==> src/rtl/irq_pkg.sv <==
package irq_pkg;
  localparam int LVL_W    = 2;
  localparam int NEST_MAX = (1 << LVL_W) - 1;  // strictly falling levels bound depth
  typedef logic [LVL_W-1:0] lvl_t;

  // status word bit positions
  localparam int ST_GEN  = LVL_W;
  localparam int ST_NEST = LVL_W + 1;
  localparam int ST_RWE  = LVL_W + 2;
endpackage

==> src/rtl/irq_src_reg.sv <==
module irq_src_reg
  import irq_pkg::*;
(
  input  logic clk_i,
  input  logic rst_ni,
  input  logic trig_i,
  input  logic hw_clr_i,
  input  logic sw_wr_i,
  input  logic rwe_i,
  input  logic [LVL_W+1:0] wdata_i,
  output logic ir_o,
  output logic ie_o,
  output lvl_t lv_o
);
  logic ir_q, ie_q;
  lvl_t lv_q;

  always_ff @(posedge clk_i or negedge rst_ni) begin
    if (!rst_ni) begin
      ir_q <= 1'b0;
      ie_q <= 1'b0;
      lv_q <= '0;
    end else begin
      if (trig_i)                ir_q <= 1'b1;  // trigger beats clear
      else if (hw_clr_i)         ir_q <= 1'b0;
      else if (sw_wr_i && rwe_i) ir_q <= wdata_i[LVL_W+1];
      if (sw_wr_i) begin
        ie_q <= wdata_i[LVL_W];
        lv_q <= wdata_i[LVL_W-1:0];
      end
    end
  end

  assign ir_o = ir_q;
  assign ie_o = ie_q;
  assign lv_o = lv_q;

  a_r3_trig_sets: assert property (@(posedge clk_i) disable iff (!rst_ni)
    trig_i |=> ir_q);
  a_r8_ack_clears: assert property (@(posedge clk_i) disable iff (!rst_ni)
    (hw_clr_i && !trig_i) |=> !ir_q);
  a_r4_sw_blocked: assert property (@(posedge clk_i) disable iff (!rst_ni)
    (sw_wr_i && !rwe_i && !trig_i && !hw_clr_i) |=> ir_q == $past(ir_q));
endmodule

==> src/rtl/irq_arbiter.sv <==
module irq_arbiter
  import irq_pkg::*;
#(
  parameter int NUM_SRC = 8,
  localparam int IDX_W = (NUM_SRC > 1) ? $clog2(NUM_SRC) : 1
) (
  input  logic               clk_i,
  input  logic               rst_ni,
  input  logic [NUM_SRC-1:0] ir_i,
  input  logic [NUM_SRC-1:0] ie_i,
  input  lvl_t               lv_i [NUM_SRC],
  input  lvl_t               mask_i,
  output logic               valid_o,
  output logic [IDX_W-1:0]   vec_o,
  output lvl_t               win_lv_o
);
  logic [NUM_SRC-1:0] elig;

  always_comb begin
    for (int i = 0; i < NUM_SRC; i++)
      elig[i] = ir_i[i] & ie_i[i] & (lv_i[i] < mask_i);
  end

  // strict compare keeps the lowest index on equal levels
  always_comb begin
    valid_o  = 1'b0;
    vec_o    = '0;
    win_lv_o = '0;
    for (int i = 0; i < NUM_SRC; i++) begin
      if (elig[i] && (!valid_o || lv_i[i] < win_lv_o)) begin
        valid_o  = 1'b1;
        vec_o    = IDX_W'(i);
        win_lv_o = lv_i[i];
      end
    end
  end

  a_r7_vec_eligible: assert property (@(posedge clk_i) disable iff (!rst_ni)
    valid_o |-> (ir_i[vec_o] && ie_i[vec_o]));
  a_r6_below_mask: assert property (@(posedge clk_i) disable iff (!rst_ni)
    valid_o |-> (lv_i[vec_o] < mask_i));
endmodule

==> src/rtl/irq_mask_stack.sv <==
module irq_mask_stack
  import irq_pkg::*;
#(
  parameter int DEPTH = NEST_MAX,
  localparam int CNT_W = $clog2(DEPTH + 1)
) (
  input  logic             clk_i,
  input  logic             rst_ni,
  input  logic             push_i,
  input  logic             pop_i,
  input  lvl_t             din_i,
  output lvl_t             top_o,
  output logic [CNT_W-1:0] cnt_o
);
  lvl_t             mem_q [DEPTH];
  logic [CNT_W-1:0] cnt_q;

  always_ff @(posedge clk_i or negedge rst_ni) begin
    if (!rst_ni) begin
      cnt_q <= '0;
      for (int i = 0; i < DEPTH; i++) mem_q[i] <= '0;
    end else if (pop_i && cnt_q != '0) begin
      cnt_q <= cnt_q - 1'b1;
    end else if (push_i && cnt_q < CNT_W'(DEPTH)) begin
      mem_q[cnt_q] <= din_i;
      cnt_q        <= cnt_q + 1'b1;
    end
  end

  assign top_o = (cnt_q == '0) ? '0 : mem_q[cnt_q - 1'b1];
  assign cnt_o = cnt_q;

  a_r8_push_room: assert property (@(posedge clk_i) disable iff (!rst_ni)
    (push_i && !pop_i) |-> cnt_q < CNT_W'(DEPTH));
  a_r9_pop_nonempty: assert property (@(posedge clk_i) disable iff (!rst_ni)
    pop_i |-> cnt_q != '0);
endmodule

==> src/rtl/irq_prio_ctrl.sv <==
module irq_prio_ctrl
  import irq_pkg::*;
#(
  parameter int NUM_SRC = 8,
  parameter int REG_W   = 8,
  localparam int IDX_W  = (NUM_SRC > 1) ? $clog2(NUM_SRC) : 1,
  localparam int ADDR_W = $clog2(NUM_SRC + 1)
) (
  input  logic               clk_i,
  input  logic               rst_ni,
  input  logic [NUM_SRC-1:0] trig_i,
  input  logic               reg_wr_i,
  input  logic [ADDR_W-1:0]  reg_addr_i,
  input  logic [REG_W-1:0]   reg_wdata_i,
  output logic [REG_W-1:0]   reg_rdata_o,
  output logic               irq_req_o,
  output logic [IDX_W-1:0]   irq_vec_o,
  input  logic               irq_ack_i,
  input  logic               irq_ret_i
);
  localparam int CNT_W = $clog2(NEST_MAX + 1);

  logic [NUM_SRC-1:0] ir, ie, src_wr, hw_clr;
  lvl_t               lv [NUM_SRC];
  lvl_t               mask_q, win_lv, stk_top;
  logic               gen_q, nest_q, rwe_q;
  logic               win_valid, in_service, gen_eff, acc_ok, ret_ok, st_wr;
  logic [IDX_W-1:0]   win_idx;
  logic [CNT_W-1:0]   depth;

  assign st_wr      = reg_wr_i && (reg_addr_i == ADDR_W'(NUM_SRC));
  assign in_service = (depth != '0);
  assign gen_eff    = gen_q & ~(in_service & ~nest_q);
  assign irq_req_o  = win_valid & gen_eff;
  assign irq_vec_o  = win_idx;
  assign ret_ok     = irq_ret_i & in_service;
  assign acc_ok     = irq_ack_i & irq_req_o & ~irq_ret_i;

  for (genvar g = 0; g < NUM_SRC; g++) begin : g_src
    assign src_wr[g] = reg_wr_i && (reg_addr_i == ADDR_W'(g));
    assign hw_clr[g] = acc_ok && (win_idx == IDX_W'(g));
    irq_src_reg u_src (
      .clk_i    (clk_i),
      .rst_ni   (rst_ni),
      .trig_i   (trig_i[g]),
      .hw_clr_i (hw_clr[g]),
      .sw_wr_i  (src_wr[g]),
      .rwe_i    (rwe_q),
      .wdata_i  (reg_wdata_i[LVL_W+1:0]),
      .ir_o     (ir[g]),
      .ie_o     (ie[g]),
      .lv_o     (lv[g])
    );
  end

  irq_arbiter #(.NUM_SRC(NUM_SRC)) u_arb (
    .clk_i    (clk_i),
    .rst_ni   (rst_ni),
    .ir_i     (ir),
    .ie_i     (ie),
    .lv_i     (lv),
    .mask_i   (mask_q),
    .valid_o  (win_valid),
    .vec_o    (win_idx),
    .win_lv_o (win_lv)
  );

  irq_mask_stack #(.DEPTH(NEST_MAX)) u_stk (
    .clk_i  (clk_i),
    .rst_ni (rst_ni),
    .push_i (acc_ok),
    .pop_i  (ret_ok),
    .din_i  (mask_q),
    .top_o  (stk_top),
    .cnt_o  (depth)
  );

  always_ff @(posedge clk_i or negedge rst_ni) begin
    if (!rst_ni) begin
      mask_q <= '1;
      gen_q  <= 1'b0;
      nest_q <= 1'b0;
      rwe_q  <= 1'b0;
    end else begin
      if (ret_ok)      mask_q <= stk_top;
      else if (acc_ok) mask_q <= win_lv;
      else if (st_wr)  mask_q <= reg_wdata_i[LVL_W-1:0];
      if (st_wr) begin
        gen_q  <= reg_wdata_i[ST_GEN];
        nest_q <= reg_wdata_i[ST_NEST];
        rwe_q  <= reg_wdata_i[ST_RWE];
      end
    end
  end

  always_comb begin
    reg_rdata_o = '0;
    if (reg_addr_i == ADDR_W'(NUM_SRC)) begin
      reg_rdata_o[LVL_W-1:0] = mask_q;
      reg_rdata_o[ST_GEN]    = gen_q;
      reg_rdata_o[ST_NEST]   = nest_q;
      reg_rdata_o[ST_RWE]    = rwe_q;
    end else begin
      for (int i = 0; i < NUM_SRC; i++) begin
        if (reg_addr_i == ADDR_W'(i))
          reg_rdata_o[LVL_W+1:0] = {ir[i], ie[i], lv[i]};
      end
    end
  end

  a_r5_gen_off: assert property (@(posedge clk_i) disable iff (!rst_ni)
    !gen_q |-> !irq_req_o);
  a_r8_accept_loads: assert property (@(posedge clk_i) disable iff (!rst_ni)
    acc_ok |=> mask_q == $past(win_lv));
  a_r9_ret_restores: assert property (@(posedge clk_i) disable iff (!rst_ni)
    ret_ok |=> mask_q == $past(stk_top));
  a_r10_no_nest: assert property (@(posedge clk_i) disable iff (!rst_ni)
    (in_service && !nest_q) |-> !irq_req_o);
endmodule

==> config.mk <==
export PLATFORM = sky130hd
export DESIGN_NAME = irq_prio_ctrl
export DESIGN_NICKNAME = d
export VERILOG_FILES = /design/src/rtl/irq_pkg.sv /design/src/rtl/irq_src_reg.sv /design/src/rtl/irq_arbiter.sv /design/src/rtl/irq_mask_stack.sv /design/src/rtl/irq_prio_ctrl.sv
export SDC_FILE = /design/constraint.sdc
export NUM_CORES = 1
export LEC_CHECK = 0
export ABC_AREA = 1
export BUFFER_PORTS_ARGS = -buffer_cell sky130_fd_sc_hd__buf_2
export CAP_MARGIN = 20
export CELL_PAD_IN_SITES_DETAIL_PLACEMENT = 1
export CELL_PAD_IN_SITES_GLOBAL_PLACEMENT = 1
export CORE_AREA = 2 2 67 117
export CTS_CLUSTER_SIZE = 24
export DETAILED_ROUTE_END_ITERATION = 8
export DIE_AREA = 0 0 69 119
export PLACE_DENSITY_LB_ADDON = 0.1
export SLEW_MARGIN = 40
export SYNTH_ARGS = -nofsm -noshare
export SYNTH_HDL_FRONTEND = slang
export SYNTH_SLANG_ARGS = --single-unit
==> constraint.sdc <==
create_clock -name clk_i -period 22 [get_ports clk_i]
set_input_delay 3.3 -clock clk_i [delete_from_list [all_inputs] [get_ports clk_i]]
set_output_delay 3.3 -clock clk_i [all_outputs]
set_load 0.02 [all_outputs]
==> summary.txt <==
STA
  • Post-layout worst setup margin: roughly 11 ns
  • Maximum frequency from static timing analysis: around 90 MHz
  • Relative slew slack: 0.587
  • RSZ-0062 raised after global routing: no
  • Shortest clock period the worst path allows after layout: 11.06 ns
  • Final Max Slew Viols: 0
  • Hold violation count in the final report: 0
  • Hold Worst Slack: 0.477 ns
  • Transition time of the tightest slew-check pin: 0.614 ns
  • Clock skew: about 0.0046 ns
  • Summed negative setup slack over all endpoints: 0 ns
  • Endpoints failing setup: 0
  • Fraction of the cycle the final worst path needs: 0.503

Routing
  • Antenna Nets Post-Route: 0
  • Residual DRC: 0
  • Routed WL per cell: about 16 um
  • Number of vias after detailed routing: between 3000 and 4000
  • Number of optimization iterations in the first detailed-route pass: 4
  • Final Routed Wirelength: roughly 9800 um
  • Average vias per placed instance: between 5 and 6
  • Iteration-0 DRC count of the detailed router: 94

Global routing
  • Final global-route overflow total: 0
  • Overall track demand over capacity in global routing: 0.256
  • Number of global-route vias before repair: between 3000 and 4000
  • Wire length of the first global-routing pass: roughly 16000 um
  • Largest net degree at the start of global routing: 46
  • Antenna violations before repair: 0

CTS
  • Maximum level of the CTS H-tree: 2
  • Clock network latency to the later pin of the worst-skew pair: ~0.30 ns
  • Sink count of the clock tree: between 40 and 50
  • Number of buffers inserted by post-CTS setup repair: 0
  • CTS tree: built
  • Maximum buffer depth of the clock tree: 2
  • Hold bufs inserted after CTS: 0
  • Clock slew at the register clock pins of the worst setup and hold paths: 0.06 ns
  • CTS buffer count: 5
  • Clock tree root buffer cell: clkbuf_16
  • Number of gates resized after CTS: 0

Synthesis
  • Dominant combinational cell family by area after synthesis: simple AND/OR/NAND/NOR gates
  • Top FF cell, synth: dfrtp_1
  • Count of flip-flops with a built-in enable after synthesis: 0
  • Top cells by area in the synthesized netlist: dfrtp_1, nand2_1, inv_1
  • Simple-gate share of the synthesized area: 0.308
  • Post-synthesis compound-gate area fraction: 0.159
  • Mean instance size in the synthesized netlist: approximately 7 sq um
  • Cell with the most instances after synthesis: nand2_1
  • Number of warnings issued by yosys: 0
  • Adder and majority gate portion of the synthesized area: 0.0726
  • Cell types with the highest counts after synthesis: nand2_1, inv_1, o21ai_0, dfrtp_1, nor2_1
  • Total of flip-flops plus latches after synthesis: 45
  • Xor and xnor fraction of the mapped netlist area: 0.00268
  • Cell variety after synth: 31
  • Yosys top cell by area: dfrtp_1
  • Post-synthesis mux area share: 0
  • Fraction of synthesis flops using an asynchronous set or reset pin: 1.00
  • Netlist area before placement: about 3300 sq um
  • Portion of synthesized cell area occupied by the leading cell type: 0.329
  • Part of the Yosys area used for sequential elements: 0.345
  • Synthesized netlist cell count: approximately 480

Critical path
  • Combined buffer and inverter count along the critical path: 3
  • Arrival time reported for the critical path endpoint: 7.76 ns
  • Required time at the worst-slack endpoint: around 19 ns
  • Critical Path Fanout Max: 11
  • CP delay by family, top: simple AND/OR/NAND/NOR gates
  • Slowest cell on the critical path: dfstp_2
  • Largest stage delay on the critical path: between 0.5 and 0.6 ns
  • Most frequent CP cell: nand2_1
  • Kind of critical path: flip-flop to output port
  • Critical path launch point type: flip-flop
  • Crit. End Element: output port

Status
  • Outcome: finished clean

Floorplanning
  • Floorplan die area: just over 8000 sq um
  • Die extent in y: approximately 120 um
  • Standard-cell row count: 42
  • Width of the chip: about 70 um
  • Initial cell density of the core: 0.445
  • Core outline area: roughly 7400 sq um
  • IO Pins: 37

Flow run
  • Max-Cap Viols: 0

Power and ir drop
  • Static leakage: approximately 2.0 nW
  • Total power consumption of the routed design: 458 uW
  • Total power divided by cell area: around 120 nW/um^2
  • Largest voltage drop on the vdd net: between 0.00005 and 0.00006 V

Layout
  • Final design utilization: 0.503
  • Synth-to-Final Area Change: 13.0%
  • Count of antenna diodes in the layout: 0
  • Fillers: around 1000
  • Fraction of layout cells with a size suffix above 1: 0.135
  • Net total in the final layout: 553

Placed design
  • Input/output buffers: 30
  • Detailed Place HPWL: a little under 8000 um
  • Final Wtd Congestion: around 0.8
  • Setup slack after placement: between 10 and 15 ns

Min path
  • Worst hold-check path type: flip-flop to flip-flop
==> final cells by class <==
class	instances	area, sq um	share of cell area
inverter	89	334	0.0903
clock buffer	5	125	0.0338
sequential	45	1130	0.305
multi-input combinational	338	1780	0.482
tap	88	110	0.0298
timing repair buffer	30	153	0.0413
clock inverter	3	65.1	0.0176
==> worst min-delay path, stage by stage (launching register included) <==
cell	delay, ns
dfstp_2	0.38
nand2_1	0.06
nand2_1	0.05
==> sequential cells by signal, indices dropped and copies added (netlist names) <==
register / count
g_src.u_src.ie_o: 8
g_src.u_src.ir_o: 8
g_src.u_src.lv_o: 16
gen_q: 1
mask_q: 2
nest_q: 1
rwe_q: 1
u_stk.cnt_o: 2
u_stk.mem_q: 6
==> per-layer routing <==
layer  part of all wire  track usage  up-vias
met4              0.033        0.127        0
met5                  0            0        -
met1               0.39        0.282     1503
met2               0.55        0.472       56
li1                   -            -     1588
met3              0.029       0.0330       18
==> final timing paths <==
kind,end,slack (ns),start,depth (start not counted)
max,irq_vec_o[0],10.94,mask_q[1]$_DFFE_PN1P_,49
min,mask_q[1]$_DFFE_PN1P_,0.48,mask_q[1]$_DFFE_PN1P_,2
max reg2reg,g_src[4].u_src.ir_o$_DFFE_PN0P_,14.35,mask_q[1]$_DFFE_PN1P_,51
min reg2reg,mask_q[1]$_DFFE_PN1P_,0.48,mask_q[1]$_DFFE_PN1P_,2
max in group asynchronous,g_src[5].u_src.lv_o[1]$_DFFE_PN0P_,18.57,rst_ni,1
min in group asynchronous,u_stk.mem_q[3]$_DFFE_PN0P_,3.00,rst_ni,1
==> metrics by stage <==
step           std cells  area [sq um]
6_report             598          3700
3_3_place_gp         590          3510
2_1_floorplan        478          3280
5_1_grt              598          3700
4_1_cts              598          3700
3_5_place_dp         590          3510
==> layout by cell type (no fill, tap or decap), drive strengths merged <==
cell / instances
a21oi: 19
a31oi: 3
o221ai: 1
dfrtp: 43
clkinv: 1
conb: 3
o21ai: 62
o22ai: 1
a221oi: 2
inv: 89
o2111ai: 2
clkbuf: 5
a211oi: 1
nand3: 27
dfstp: 2
ha: 19
nand4: 9
bufinv: 2
nor4: 1
nor3: 1
buf: 30
o21a: 1
a21boi: 1
o211ai: 3
nor2: 37
or2: 2
nand2: 142
xor2: 1
==> power breakdown <==
part	internal [mW]	leakage, nW	switching (mW)
combinational	0.0791	1.38	0.158
sequential	0.103	0.521	0.0197
clock	0.0649	0.0938	0.0334
total	0.247	2.00	0.211
==> kinds of logic after synthesis <==
kind of cell,after synthesis
xor+xnor,1
fa+ha+maj,19
flops,45
simple gates,219
other cells,1
buf+inv,95
compound gates,96
Power figures use the tool's default switching activity.
